===== config.mk =====
export PLATFORM = sky130hd
export DESIGN_NAME = burst8_loader
export DESIGN_NICKNAME = d
export VERILOG_FILES = /design/src/rtl/burst8_loader.sv
export SDC_FILE = /design/constraint.sdc
export NUM_CORES = 1
export LEC_CHECK = 0
export BUFFER_PORTS_ARGS = -buffer_cell sky130_fd_sc_hd__buf_2
export CELL_PAD_IN_SITES_DETAIL_PLACEMENT = 0
export CELL_PAD_IN_SITES_GLOBAL_PLACEMENT = 1
export CORE_ASPECT_RATIO = 0.9
export CORE_MARGIN = 3
export CORE_UTILIZATION = 49
export CTS_CLUSTER_DIAMETER = 30
export DETAILED_ROUTE_END_ITERATION = 8
export HOLD_SLACK_MARGIN = 0.08
export PLACE_DENSITY = 0.8
export SETUP_SLACK_MARGIN = 0.4
export SLEW_MARGIN = 5
export SYNTH_ARGS = -nofsm -noshare
export SYNTH_HDL_FRONTEND = slang
export SYNTH_SLANG_ARGS = --single-unit

===== constraint.sdc =====
create_clock -name clk -period 3.15 [get_ports clk]
set_input_delay 0.315 -clock clk [delete_from_list [all_inputs] [get_ports clk]]
set_output_delay 0.315 -clock clk [all_outputs]
set_load 0.005 [all_outputs]

===== src/rtl/burst8_loader.sv =====
module burst8_loader #(
  parameter int AW = 20,
  parameter int DW = 16,
  parameter int WORDS = 8,
  parameter logic [7:0] CMD = 8'hA0
) (
  input  logic          clk,
  input  logic          rst_n,
  input  logic          hv_en,
  input  logic          adv,
  input  logic          wr_stb,
  input  logic [AW-1:0] bus_addr,
  input  logic [DW-1:0] bus_data,
  output logic          arr_wr_en,
  output logic [AW-1:0] arr_wr_addr,
  output logic [DW-1:0] arr_wr_data,
  output logic          busy,
  output logic          done,
  output logic          err
);
  localparam int IW = $clog2(WORDS);
  localparam logic [IW-1:0] LAST = IW'(WORDS - 1);

  typedef enum logic [2:0] {S_IDLE, S_ARM, S_LOAD, S_PROG, S_DONE} st_t;

  st_t           st;
  logic          adv_q, we_q;
  logic [IW-1:0] idx;
  logic [AW-1:0] base;
  logic [DW-1:0] words_q [WORDS];

  wire adv_rise = adv & ~adv_q;
  wire we_rise  = wr_stb & ~we_q;
  wire cmd_hit  = we_rise && (bus_data[7:0] == CMD) && hv_en;

  assign busy        = (st == S_PROG);
  assign done        = (st == S_DONE);
  assign arr_wr_en   = busy;
  assign arr_wr_addr = base + AW'(idx);
  assign arr_wr_data = words_q[idx];

  always_ff @(posedge clk or negedge rst_n) begin
    if (!rst_n) begin
      adv_q <= 1'b0;
      we_q  <= 1'b0;
    end else begin
      adv_q <= adv;
      we_q  <= wr_stb;
    end
  end

  always_ff @(posedge clk or negedge rst_n) begin
    if (!rst_n) begin
      st   <= S_IDLE;
      idx  <= '0;
      base <= '0;
      err  <= 1'b0;
    end else begin
      case (st)
        S_IDLE: if (cmd_hit) begin
          st  <= S_ARM;
          err <= 1'b0;
        end
        S_ARM: begin
          if (!hv_en) begin
            st  <= S_IDLE;
            err <= 1'b1;
          end else if (adv_rise) begin
            base <= {bus_addr[AW-1:IW], {IW{1'b0}}};
            idx  <= '0;
            st   <= S_LOAD;
          end
        end
        S_LOAD: begin
          if (!hv_en) begin
            st  <= S_IDLE;
            err <= 1'b1;
          end else if (we_rise) begin
            idx <= idx + 1'b1;
            if (idx == LAST) st <= S_PROG;
          end
        end
        S_PROG: begin
          idx <= idx + 1'b1;
          if (idx == LAST) st <= S_DONE;
        end
        default: st <= S_IDLE;
      endcase
    end
  end

  always_ff @(posedge clk) begin
    if (st == S_LOAD && hv_en && we_rise) words_q[idx] <= bus_data;
  end

  p_base_aligned_r2: assert property (@(posedge clk) disable iff (!rst_n)
    $rose(busy) |-> arr_wr_addr[IW-1:0] == '0);

  p_addr_step_r4: assert property (@(posedge clk) disable iff (!rst_n)
    (arr_wr_en && $past(arr_wr_en)) |-> arr_wr_addr == $past(arr_wr_addr) + 1'b1);

  p_done_follows_busy_r5: assert property (@(posedge clk) disable iff (!rst_n)
    done |-> ($past(busy) && !busy));

  p_done_single_r5: assert property (@(posedge clk) disable iff (!rst_n)
    done |=> !done);

  p_abort_r6: assert property (@(posedge clk) disable iff (!rst_n)
    ((st == S_LOAD || st == S_ARM) && !hv_en) |=> (err && !busy));

  p_err_hold_r7: assert property (@(posedge clk) disable iff (!rst_n)
    (err && !cmd_hit) |=> err);

  p_busy_base_stable_r8: assert property (@(posedge clk) disable iff (!rst_n)
    (busy && $past(busy)) |-> $stable(base));

endmodule


# Yosys cells after proc, flatten, opt, wreduce, memory -nomap -nowiden
# Memories as Yosys holds them, arrays and structs flattened.
# Cells that the tools add are included.
[totals]
ram_bits = 128
in_bits = 41
n_memories = 1
regBits = 26
[memory_table]
columns = ["name", "words", "word_bits", "rd", "rd_clocked_by_memory_dff", "wr", "line", "source"]
rows = [
  ["words_q", 8, 16, 1, 0, 1, "30", "logic [DW-1:0] words_q [WORDS];"],
]
[classes]
add_sub_neg = 2
bitwise = 4
eq_ne = 16
mux = 18
n_reduce_logical = 12
[op_table]
columns = ["cell", "n"]
rows = [
  ["two-way mux 3 bit", 11],
  ["adder 20 x 3 -> 20 bit", 1],
  ["inequality test 2 bit (second input constant)", 6],
  ["one-hot mux 3 bit (4 select lines)", 1],
  ["AND reduction 5 bit", 2],
  ["inequality test 3 bit (second input constant)", 3],
  ["one-hot mux 3 bit (3 select lines)", 1],
  ["equality test 8 bit (second input constant)", 1],
  ["equality test 3 x 2 -> 1 bit (second input constant)", 2],
  ["equality test 3 bit (second input constant)", 2],
  ["AND reduction 3 bit", 2],
  ["logical AND 1 bit", 4],
  ["two-way mux 1 bit", 4],
  ["adder 3 x 1 -> 3 bit (second input constant)", 1],
  ["equality test 3 x 1 -> 1 bit (second input constant)", 1],
  ["logical NOT 3 bit", 1],
  ["nonzero test 3 bit", 1],
  ["AND 1 bit", 2],
  ["inequality test 2 x 1 -> 1 bit (second input constant)", 1],
  ["NOT 1 bit", 2],
  ["one-hot mux 1 bit (2 select lines)", 1],
  ["nonzero test 2 bit", 1],
  ["OR reduction 2 bit", 1],
]

# Logic depth before layout (Yosys ltp)
# Gate-level depths: netlist of the first run.
[depth]
depth_word = 6
ltp_mapped = 6

# Worst setup path after synthesis of the first run
# OpenSTA, ideal clock, no wires.
[synth_path]
kind = "register to register"
from = "register idx[2]"
to = "memory words_q[4][0] (enable)"
path_buffers = 3
synth_period_minus_slack_ps = 2639
setup_ps = 409
stages_incl_launch_ff = 6
arrival_time_ps = 2230
t_required_ps = 2741
setup_slack_ps = 511
cell_sequence = "dfrtp_1 -> buf_2 -> buf_2 -> buf_2 -> nand3_1 -> nor3_1"
[synth_lines]
columns = ["item", "line", "source"]
rows = [
  ["start, declared", "28", "logic [IW-1:0] idx;"],
  ["start signal, assigned", "79", "idx <= idx + 1'b1;"],
  ["start signal, assigned", "84", "idx <= idx + 1'b1;"],
  ["end, declared", "30", ""],
]
# Straight into the memory's write port.

# Final worst setup path of the first run
[layout_path]
from = "register idx[1]"
to = "output port arr_wr_data[7]"
[layout_between]
elab_chain_len = 1
[layout_lines]
columns = ["item", "line", "source"]
rows = [
  ["memory read (8 x 16 bit)", "-", ""],
  ["end, declared", "16", "output logic [DW-1:0] arr_wr_data,"],
]
# No other way between the ends.

==> reports/qor.txt, run 1 <==
Leak: 0.00285 uW
worst path arrival time: 2.28 ns
fin crit share: 82.2%
Die Wd: 124 um
Overflow after GRT: 0
largest net degree at the start of global routing: 27
CP startpoint kind: flip-flop
Synth Warn #: 0
Reg2Reg Setup Slack: 0.70 ns
std cell rows: 38
Initial DRC Count: 341
die area: 13900 um2
Unique masters post-synth: 45
Port-buffer cells: 77
Syn Inst Count: 344
Final HPWL DP: 8070 um
simple-gate share of the synthesized area: 6.42%
part of the power in combinational logic: 3.5%
Seq pwr share: 49.8%
vias in the first global route: 3554
clk root buf: clkbuf_16
Max Slew Vio Count: 0
mux contribution to synthesized area: 12.3%
Reg2Reg Capture Point: words_q[5][0]
hold_sp: bus_addr[6]
Design Area, Final: 7410 um2
synthesized flop and latch total: 154
Avg Vias per Cell: 5.46
antenna diode count: 0
required time worst endpoint: 2.83 ns
worst-path fanout max: 20
sequential element share of the synthesized area: 73.5%
Cell Int Power: 3590 uW
chip height: 112 um
Final Power: 4450 uW
pwr/cell area: 601 nW/um2
DP Cell Count: 585
Nets: 490
Sw Pwr: 863 uW
top_reg_cell synth: edfxtp_1
first-pass GRT wire length: 19700 um
vias after detailed routing: 3386
Routed Antenna Nets: 0
Skew-Pair Late Insertion Delay: 0.41 ns
MaxCap Viol Count: 0
RSZ-0062 raised after global routing: no
layout cells sized above 1: 36.7%
syn_nets: 387
r2r worst-path depth: 4
xor/xnor share of the synthesized area: 0.143%
post-synthesis compound-gate area fraction: 4.91%
Hold Crit Depth: 2
H-Tree Depth: 4
Max clock buf depth: 2
Routability Congestion: 0.788
asr flop ratio synth: 16.9%
fmax: 386 MHz
VDD IR max: 442 uV
DP Area: 6770 um2
Synth Area in Adders: 0.409%
largest family of logic cells by synthesized area: multiplexers
Hold Vio Cnt, Final: 0
Post-Place Worst Slack: 0.652 ns
critical path class: reg -> out
I/O pin count: 81
Max transition margin: 33.3%
WL final: 12500 um
CTS tree: yes
Routed wire per std cell: 20.2 um
Avg Inst Size Synth: 17.8 um2
most frequent cell after synthesis: edfxtp_1
DRC errors left: 0
HP Class: in -> reg
R2R Path Start: st[0]
worst-margin pin slew: 1.00 ns
Hold Path End: base[6]
Final setup viols: 0
sw frac: 19.4%
Area Overhead vs Synth: 21.1%
Post-CTS Setup Inserts: 0
initial antenna violation count: 0
Yosys top cell area share: 62.8%
clk_skew: 0.00840 ns
final worst slack: 0.560 ns
crit path time final: 2.59 ns
CTS buffer count: 17
Post-Layout Cell Count: 620
Initial Utilization: 50.5%
GRT Resource Usage Total: 19.2%
Worst-path clk slew: 0.06 ns
Detailed Routing Iterations Pass 1: 4
Post-synth EDFFs: 128
area leader, netlist: edfxtp_1
Crit. End Element: output port
most frequent cells after synthesis: edfxtp_1, nand2_1, dfrtp_1
CTS Sinks: 154
Fin Setup TNS: 0 ns
Area contributors post-synth: edfxtp_1, dfrtp_1, mux4_2, mux2_4, nand2_1
Mapped Area: 6120 um2
status: complete, no violations
Core Footprint: 12100 um2
clock power share: 46.7%
[metal layers]
| metal | routed length, um | vias up | GRT usage, % |
|---|---|---|---|
| met5 | 0 | - | 0 |
| met4 | 76 | 0 | 5.31 |
| met3 | 546 | 9 | 5.59 |
| met2 | 6380 | 73 | 29.9 |
| met1 | 5550 | 1733 | 26.6 |
| li1 | - | 1571 | - |
[per-stage QoR]
stage          hold WS [ns]  utilization (%)
4_1_cts              0.0936             61.1
6_report              0.114             61.1
5_1_grt               0.105             61.1
3_3_place_gp          0.342             55.8
3_5_place_dp          0.360             55.8
2_1_floorplan        0.0194                -
[timing repair]
item | 4_1_cts | 5_1_grt
hold endpoints to repair | 28 | 0
resized for setup | 1 | 0
endpoints found under the setup margin | 5 | 0
hold buffers | 3 | 0
[critical path: stages (launching register included)]
cell and delay (ns):
dfrtp_2 0.66, buf_4 0.35, mux4_2 0.54, nand2_1 0.08
nand2_1 0.08, buf_2 0.13
[layout make-up]
cell class              count  area (um2)
clock buffers              17         425
clock inverters            15         181
fillers                   924        4720
inverters                   5        18.8
multi-input cells         165        1490
flip-flops and latches    154        4500
well taps                 160         200
repair buffers            104         596
[power by group through the flow]
stage	Combinational (uW)	Sequential [uW]	Clock [uW]
after floorplan	66.0	2260	0
after global placement	153	2260	0
after detailed placement	156	2260	0
after CTS	160	2220	2110
after global routing	175	2220	2190
final	157	2220	2080
[registers in the layout (all words and copies together), names as in the netlist]
register,flops
err,1
base,17
we_q,1
idx,3
adv_q,1
words_q,128
st,3
[cell families (layout without fill, tap and decap cells)]
logic type	after synthesis	count (layout)
DFF	154	154
and+or+nand+nor	76	76
muxes	46	46
AOI/OAI and AO/OA	40	40
buffers and inverters	25	141
adders and majority gates	2	2
xor gates and xnor gates	1	1
[worst max-delay path by stage]
stage | slack, ns | start | cells past startpoint | endpoint
2_1_floorplan | 0.51 | idx[2] | 5 | words_q[4][0]
3_3_place_gp | 0.67 | st[0] | 4 | words_q[5][10]
3_5_place_dp | 0.65 | st[0] | 4 | words_q[5][10]
4_1_cts | 0.54 | idx[1] | 5 | arr_wr_data[7]
5_1_grt | 0.47 | idx[1] | 5 | arr_wr_data[7]
6_report | 0.56 | idx[1] | 5 | arr_wr_data[7]
[placed cells by master, fill, tap and decap left out, types with 3 or more instances in the layout]
| master | count |
|---|---|
| edfxtp_1 | 128 |
| buf_2 | 77 |
| nand2_1 | 32 |
| dfrtp_1 | 25 |
| buf_4 | 24 |
| mux4_2 | 18 |
| clkbuf_16 | 17 |
| mux2_1 | 10 |
| nor2_1 | 10 |
| mux2_4 | 10 |
| a221oi_1 | 9 |
| a22oi_1 | 8 |
| nand3_1 | 7 |
| nor2b_1 | 5 |
| mux2_2 | 5 |
| o22ai_1 | 5 |
| clkinv_2 | 5 |
| a21oi_1 | 4 |
| o221ai_1 | 4 |
| bufinv_16 | 4 |
| and2_1 | 3 |
| inv_1 | 3 |
| mux2i_1 | 3 |
| and3b_1 | 3 |
| clkinv_1 | 3 |
| dlygate4sd3_1 | 3 |
No activity file was read; power rests on OpenSTA's default activity.
==> run 2, diff against run 1 <==
--- a/config.mk
+++ b/config.mk
@@ -5,16 +5,17 @@
 export SDC_FILE = /design/constraint.sdc
 export NUM_CORES = 1
 export LEC_CHECK = 0
+export ABC_AREA = 1
 export BUFFER_PORTS_ARGS = -buffer_cell sky130_fd_sc_hd__buf_2
 export CELL_PAD_IN_SITES_DETAIL_PLACEMENT = 0
 export CELL_PAD_IN_SITES_GLOBAL_PLACEMENT = 1
 export CORE_ASPECT_RATIO = 0.9
 export CORE_MARGIN = 3
-export CORE_UTILIZATION = 49
+export CORE_UTILIZATION = 46
 export CTS_CLUSTER_DIAMETER = 30
 export DETAILED_ROUTE_END_ITERATION = 8
 export HOLD_SLACK_MARGIN = 0.08
-export PLACE_DENSITY = 0.8
+export PLACE_DENSITY = 0.79
 export SETUP_SLACK_MARGIN = 0.4
 export SLEW_MARGIN = 5
 export SYNTH_ARGS = -nofsm -noshare
==> constraint.sdc (replaced) <==
create_clock -name clk -period 2.7 [get_ports clk]
set_input_delay 0.27 -clock clk [delete_from_list [all_inputs] [get_ports clk]]
set_output_delay 0.27 -clock clk [all_outputs]
set_load 0.005 [all_outputs]
==> reports/qor.txt, run 2 <==
status: complete, no violations
Port-buffer cells: 77 (unchanged)
Crit path largest cell delay: 0.47 ns (-0.19 ns)
r2r worst-path depth: 6 (+2)
Reg2Reg Setup Slack: 0.64 ns (-0.06 ns)
Seq pwr share: 39.7% (-10 points)
synthesized flop and latch total: 154 (unchanged)
worst-margin pin slew: 1.18 ns (+0.185 ns)
Mapped Area: 6280 um2 (+2.7%)
Sw Pwr: 2130 uW (+150%)
largest net degree at the start of global routing: 35 (+30%)
fmax: 458 MHz
clock power share: 34.0% (-13 points)
Avg Inst Size Synth: 12.0 um2 (-33%)
Biggest register: words_q
most frequent cells in the layout: edfxtp_1, inv_1, buf_2
vias after detailed routing: 4123 (+22%)
critical path class: reg -> out
Worst-path clk slew: 0.06 ns (about the same)
leading cell type in the layout, fill and taps excluded: edfxtp_1
Leak: 0.00325 uW (+14%)
H-Tree Depth: 4 (unchanged)
Initial DRC Count: 389 (+14%)
pwr/cell area: 942 nW/um2 (+57%)
CTS buffer count: 17 (unchanged)
Cell Int Power: 5100 uW (+42%)
CTS Sinks: 154 (unchanged)
Hold Vio Cnt, Final: 0 (unchanged)
Routability Congestion: 0.819 (+3.9%)
Synth Warn #: 0 (unchanged)
CTS tree: yes
worst path arrival time: 1.91 ns (-0.37 ns)
Core Footprint: 13000 um2 (+7.5%)
Reg2Reg Capture Point: words_q[5][8]
Nets: 674 (+38%)
Skew-Pair Late Insertion Delay: 0.41 ns (about the same)
fin crit share: 80.9%
chip height: 117 um (+4.3%)
Fin Setup TNS: 0 ns (unchanged)
Unique masters post-synth: 30 (-33%)
Syn Inst Count: 525 (+53%)
sw frac: 29.5% (+10 points)
GRT Resource Usage Total: 19.5% (+0.32 points)
syn_nets: 568 (+47%)
CP Capture Point: arr_wr_data[6]
slowest CP cell: dfrtp_2
VDD IR max: 514 uV (+16%)
Avg Vias per Cell: 5.11 (-6.4%)
CP startpoint kind: flip-flop
Max Slew Vio Count: 0 (unchanged)
Max clock buf depth: 2 (unchanged)
Final HPWL DP: 8920 um (+10%)
clk root buf: clkbuf_16
std cell rows: 39 (+2.6%)
clk_skew: 0.00581 ns (-0.00259 ns)
hold_sp: bus_addr[16]
Final setup viols: 0 (unchanged)
most frequent cell after synthesis: edfxtp_1
antenna diode count: 0 (unchanged)
CP cell instances: inv_1, nand3_2, buf_4, o22ai_1, nor2_1, nand3_1, buf_2
Yosys top cell area share: 61.2% (-1.6 points)
Top Registers: words_q x128, base x17
Area contributors post-synth: edfxtp_1, dfrtp_1, inv_1, nand2_1, nor2_1
DP Area: 6940 um2 (+2.5%)
Crit. End Element: output port
R2R Path Start: st[2]
Design Area, Final: 7680 um2 (+3.7%)
die area: 15100 um2 (+8.9%)
I/O pin count: 81 (unchanged)
Max transition margin: 21.0% (-12 points)
Routed wire per std cell: 17.3 um (-14%)
Area Overhead vs Synth: 22.4%
first-pass GRT wire length: 21900 um (+11%)
vias in the first global route: 4081 (+15%)
filler cell count: 1043 (+13%)
crit path launch: idx[0]
Die Wd: 129 um (+4.4%)
Hold Crit Depth: 3 (+1)
area leader, netlist: edfxtp_1
most frequent cells after synthesis: edfxtp_1, inv_1, nand2_1
sequential element share of the synthesized area: 71.6% (-1.9 points)
Detailed Routing Iterations Pass 1: 5 (+1)
layout cells sized above 1: 24.0% (-13 points)
max reg flops: 128 (unchanged)
HP Class: in -> reg
top_reg_cell synth: edfxtp_1
Initial Utilization: 48.2% (-2.3 points)
initial antenna violation count: 0 (unchanged)
Overflow after GRT: 0 (unchanged)
DRC errors left: 0 (unchanged)
required time worst endpoint: 2.43 ns (-0.40 ns)
asr flop ratio synth: 16.9% (unchanged)
Post-synth EDFFs: 128 (unchanged)
worst-path fanout max: 11 (-45%)
crit path time final: 2.18 ns
WL final: 14000 um (+11%)
MaxCap Viol Count: 0 (unchanged)
Routed Antenna Nets: 0 (unchanged)
part of the power in combinational logic: 26.3% (+23 points)
RSZ-0062 raised after global routing: no
run 2: cell count changes after synthesis, sizes merged, moves of 5 or more:
cell    before  now
nand2       32   72
nand4        1   18
o21ai        2   32
o22ai        5   19
a21oi        4   32
nor2        10   44
nor2b        5    0
mux2        25    0
nand3        7   25
a221oi       9    0
mux4        18    0
inv          5   90
run 2: logic make-up (layout without fill, tap and decap cells):
group / after synthesis / in the layout / synth area share, %
flops: 154 / 154 / 71.6
compound gates: 91 / 91 / 8.55
simple gates: 167 / 167 / 12.1
buf+inv: 111 / 229 / 7.43
fa+ha+maj: 2 / 2 / 0.398
run 2: per-layer routing:
metal,GRT usage (%),share of wire [%],up-vias
li1,-,-,2022
met1,26.8,45,2005
met2,31.6,50,88
met3,4.54,4.3,8
met4,5.53,1.0,0
met5,0,0,-
run 2: timing repair:
action	4_1_cts	5_1_grt
setup buffers	1	1
endpoints found under the setup margin	12	15
gates resized for setup	9	6
hold buffers	4	0
gates cloned	0	0
endpoints found under the hold margin	29	0
pin swaps	1	1
run 2: cell type report:
type                            instances  area, um2  share of cell area, %
Clock buffer                           20        437                   5.68
Sequential cell                       154       4500                   58.5
Timing Repair Buffer                  107        646                   8.40
Clock inverter                         11        176                   2.30
Multi-Input combinational cell        260       1380                   17.9
Inverter                               91        345                   4.49
Tap cell                              164        205                   2.67
run 2: power by group through the flow:
| stage | Clock (uW) | Combinational, uW | Sequential (uW) |
|---|---|---|---|
| 2_1_floorplan | 0 | 1070 | 2890 |
| 3_3_place_gp | 0 | 1780 | 2900 |
| 3_5_place_dp | 0 | 1810 | 2910 |
| 4_1_cts | 2500 | 1880 | 2870 |
| 5_1_grt | 2620 | 2140 | 2890 |
| 6_report | 2460 | 1900 | 2870 |
run 2: worst min-delay path by stage:
stage,slack [ns],endpoint
floorplan,-0.03,adv_q
global placement,0.30,base[17]
detailed placement,0.31,base[19]
CTS,0.08,base[16]
global route,0.09,base[11]
finish,0.09,base[16]
run 2: per-stage QoR:
| step | util (%) | total power, uW | hold WS (ns) | cells | setup slack, ns |
|---|---|---|---|---|---|
| 4_1_cts | 58.8 | 7260 | 0.0813 | 806 | 0.406 |
| 6_report | 59.0 | 7240 | 0.0935 | 807 | 0.515 |
| 3_3_place_gp | 53.3 | 4680 | 0.295 | 770 | 0.583 |
| 5_1_grt | 59.0 | 7650 | 0.0905 | 807 | 0.395 |
| 2_1_floorplan | - | 3960 | -0.0256 | 525 | 0.452 |
| 3_5_place_dp | 53.3 | 4710 | 0.310 | 770 | 0.581 |
run 2: critical path: cells and delay by family, from the launching register on:
kind,cells,cell delay (ns)
AO/OA/AOI/OAI,1,0.17
buffers and inverters,3,0.53
flip-flops,1,0.47
AND/OR/NAND/NOR,3,0.33
==> run 3, diff against run 2 <==
==> constraint.sdc (replaced) <==
create_clock -name clk -period 2.21 [get_ports clk]
set_input_delay 0.221 -clock clk [delete_from_list [all_inputs] [get_ports clk]]
set_output_delay 0.221 -clock clk [all_outputs]
set_load 0.005 [all_outputs]
==> reports/qor.txt, run 3 (same netlist as run 2, synthesis figures left out) <==
Max transition margin: 54.8% (+34 points)
filler cell count: 965 (-7.5%)
sw frac: 31.2% (+1.7 points)
required time worst endpoint: 1.99 ns (-0.44 ns)
worst-margin pin slew: 0.678 ns (-0.507 ns)
Detailed Routing Iterations Pass 1: 7 (+2)
Max clock buf depth: 2 (unchanged)
critical path class: reg -> out
Port-buffer cells: 77 (unchanged)
part of the power in combinational logic: 31.1% (+4.8 points)
first-pass GRT wire length: 23100 um (+5.6%)
Final setup viols: 0 (unchanged)
Initial DRC Count: 302 (-22%)
Hold Vio Cnt, Final: 0 (unchanged)
Leak: 0.00356 uW (+9.6%)
Seq pwr share: 36.9% (-2.8 points)
initial antenna violation count: 0 (unchanged)
CTS tree: yes
Cell Int Power: 6540 uW (+28%)
Avg Vias per Cell: 5.15 (+0.75%)
leading cell type in the layout, fill and taps excluded: edfxtp_1
Routed Antenna Nets: 0 (unchanged)
Max Slew Vio Count: 0 (unchanged)
clk root buf: clkbuf_16
RSZ-0062 raised after global routing: yes
Biggest register: words_q
MaxCap Viol Count: 0 (unchanged)
die area: 15100 um2 (unchanged)
clk_skew: 0.00920 ns (+0.00339 ns)
Fin Setup TNS: 0 ns (unchanged)
Area Overhead vs Synth: 34.0%
max reg flops: 128 (unchanged)
Worst-path clk slew: 0.06 ns (about the same)
fmax: 491 MHz
Top Registers: words_q x128, base x17
VDD IR max: 698 uV (+36%)
pwr/cell area: 1130 nW/um2 (+20%)
Final HPWL DP: 9060 um (+1.5%)
crit path time final: 2.04 ns
H-Tree Depth: 4 (unchanged)
status: complete, no violations
antenna diode count: 0 (unchanged)
HP Class: in -> reg
final worst slack: 0.174 ns (-0.341 ns)
worst path arrival time: 1.82 ns (-0.09 ns)
WL final: 15000 um (+7.4%)
Post-Layout Cell Count: 868 (+7.6%)
largest net degree at the start of global routing: 35 (unchanged)
vias in the first global route: 4345 (+6.5%)
GRT Resource Usage Total: 20.8% (+1.3 points)
CTS Sinks: 154 (unchanged)
clock power share: 32.0% (-2.0 points)
I/O pin count: 81 (unchanged)
CP startpoint kind: flip-flop
most frequent cells in the layout: edfxtp_1, inv_1, buf_2
layout cells sized above 1: 30.5% (+6.6 points)
Die Wd: 129 um (unchanged)
DRC errors left: 0 (unchanged)
DP Cell Count: 772 (+0.26%)
std cell rows: 39 (unchanged)
Crit. End Element: output port
Post-Place Worst Slack: 0.268 ns (-0.313 ns)
Overflow after GRT: 0 (unchanged)
Nets: 734 (+8.9%)
CTS buffer count: 17 (unchanged)
vias after detailed routing: 4468 (+8.4%)
Skew-Pair Late Insertion Delay: 0.43 ns (+0.02 ns)
Routed wire per std cell: 17.3 um (-0.17%)
Core Footprint: 13000 um2 (unchanged)
Routability Congestion: 0.830 (+1.3%)
Initial Utilization: 48.2% (unchanged)
fin crit share: 92.1%
Sw Pwr: 2960 uW (+39%)
worst-path fanout max: 6 (-5)
chip height: 117 um (unchanged)
run 3: cell types whose count changed in the layout (fill, tap and decap cells not counted), moves of 5 or more:
cell / delta
dlygate4sd3_1: +28
o21ai_1: +6
buf_6: +14
o22ai_2: +5
o21ai_0: -7
buf_4: +15
o22ai_1: -5
run 3: critical path, stage by stage (launching register included):
cell and delay [ns]:
dfrtp_2 0.43, clkinvlp_4 0.18, buf_6 0.18, nand3_4 0.12, o22ai_2 0.08, nor2_1 0.15
nand3b_1 0.11, buf_2 0.14
run 3: what timing repair did:
item                                   in CTS  in global routing
hold buffers                               32                  0
gates cloned                                3                  0
setup endpoints to repair                  84                 66
pin swaps                                   9                 10
endpoints found under the hold margin     137                  0
gates resized for setup                    43                 26
setup buffers                              26                  3
run 3: path summary, 6_finish.rpt:
| kind | start | end | slack (ns) | cells past startpoint |
|---|---|---|---|---|
| min in group asynchronous | rst_n | st[2] | 0.36 | 2 |
| max reg2reg | st[2] | words_q[4][11] | 0.47 | 6 |
| min | bus_data[4] | words_q[4][4] | 0.10 | 1 |
| max | idx[0] | arr_wr_data[5] | 0.17 | 7 |
| min reg2reg | base[4] | base[4] | 0.48 | 2 |
| max in group asynchronous | rst_n | idx[2] | 1.44 | 2 |
run 3: power by group through the flow:
| stage | clock network (uW) | registers [uW] | logic, uW |
|---|---|---|---|
| 4_1_cts | 3080 | 3490 | 2820 |
| 3_3_place_gp | 0 | 3540 | 2180 |
| 6_report | 3040 | 3500 | 2950 |
| 2_1_floorplan | 0 | 3540 | 1330 |
| 5_1_grt | 3210 | 3520 | 3240 |
| 3_5_place_dp | 0 | 3550 | 2220 |
run 3: layout make-up:
cell class / instances / area, um2 / area share (%)
clock buffers: 17 / 425 / 5.05
clock inverters: 15 / 198 / 2.35
inverters: 91 / 365 / 4.34
multi-input cells: 262 / 1520 / 18.0
flip-flops and latches: 154 / 4500 / 53.4
well taps: 164 / 205 / 2.44
repair buffers: 165 / 1210 / 14.4
run 3: routing by layer:
layer  GRT usage, %  up-vias  routed length [um]
met3           5.04       27                 868
met5              0        -                   0
met4           10.1        0                 381
met2           32.3      153                7260
met1           27.7     2136                6500
li1               -     2152                   -
run 3: per-stage QoR:
step	hold slack, ns	util, %	power [uW]	instance area [um2]
5_1_grt	0.0932	64.6	9970	8420
6_report	0.102	64.6	9490	8420
4_1_cts	0.0812	63.7	9390	8300
2_1_floorplan	-0.0746	-	4870	6310
3_3_place_gp	0.249	53.4	5720	6960
3_5_place_dp	0.250	53.4	5770	6960
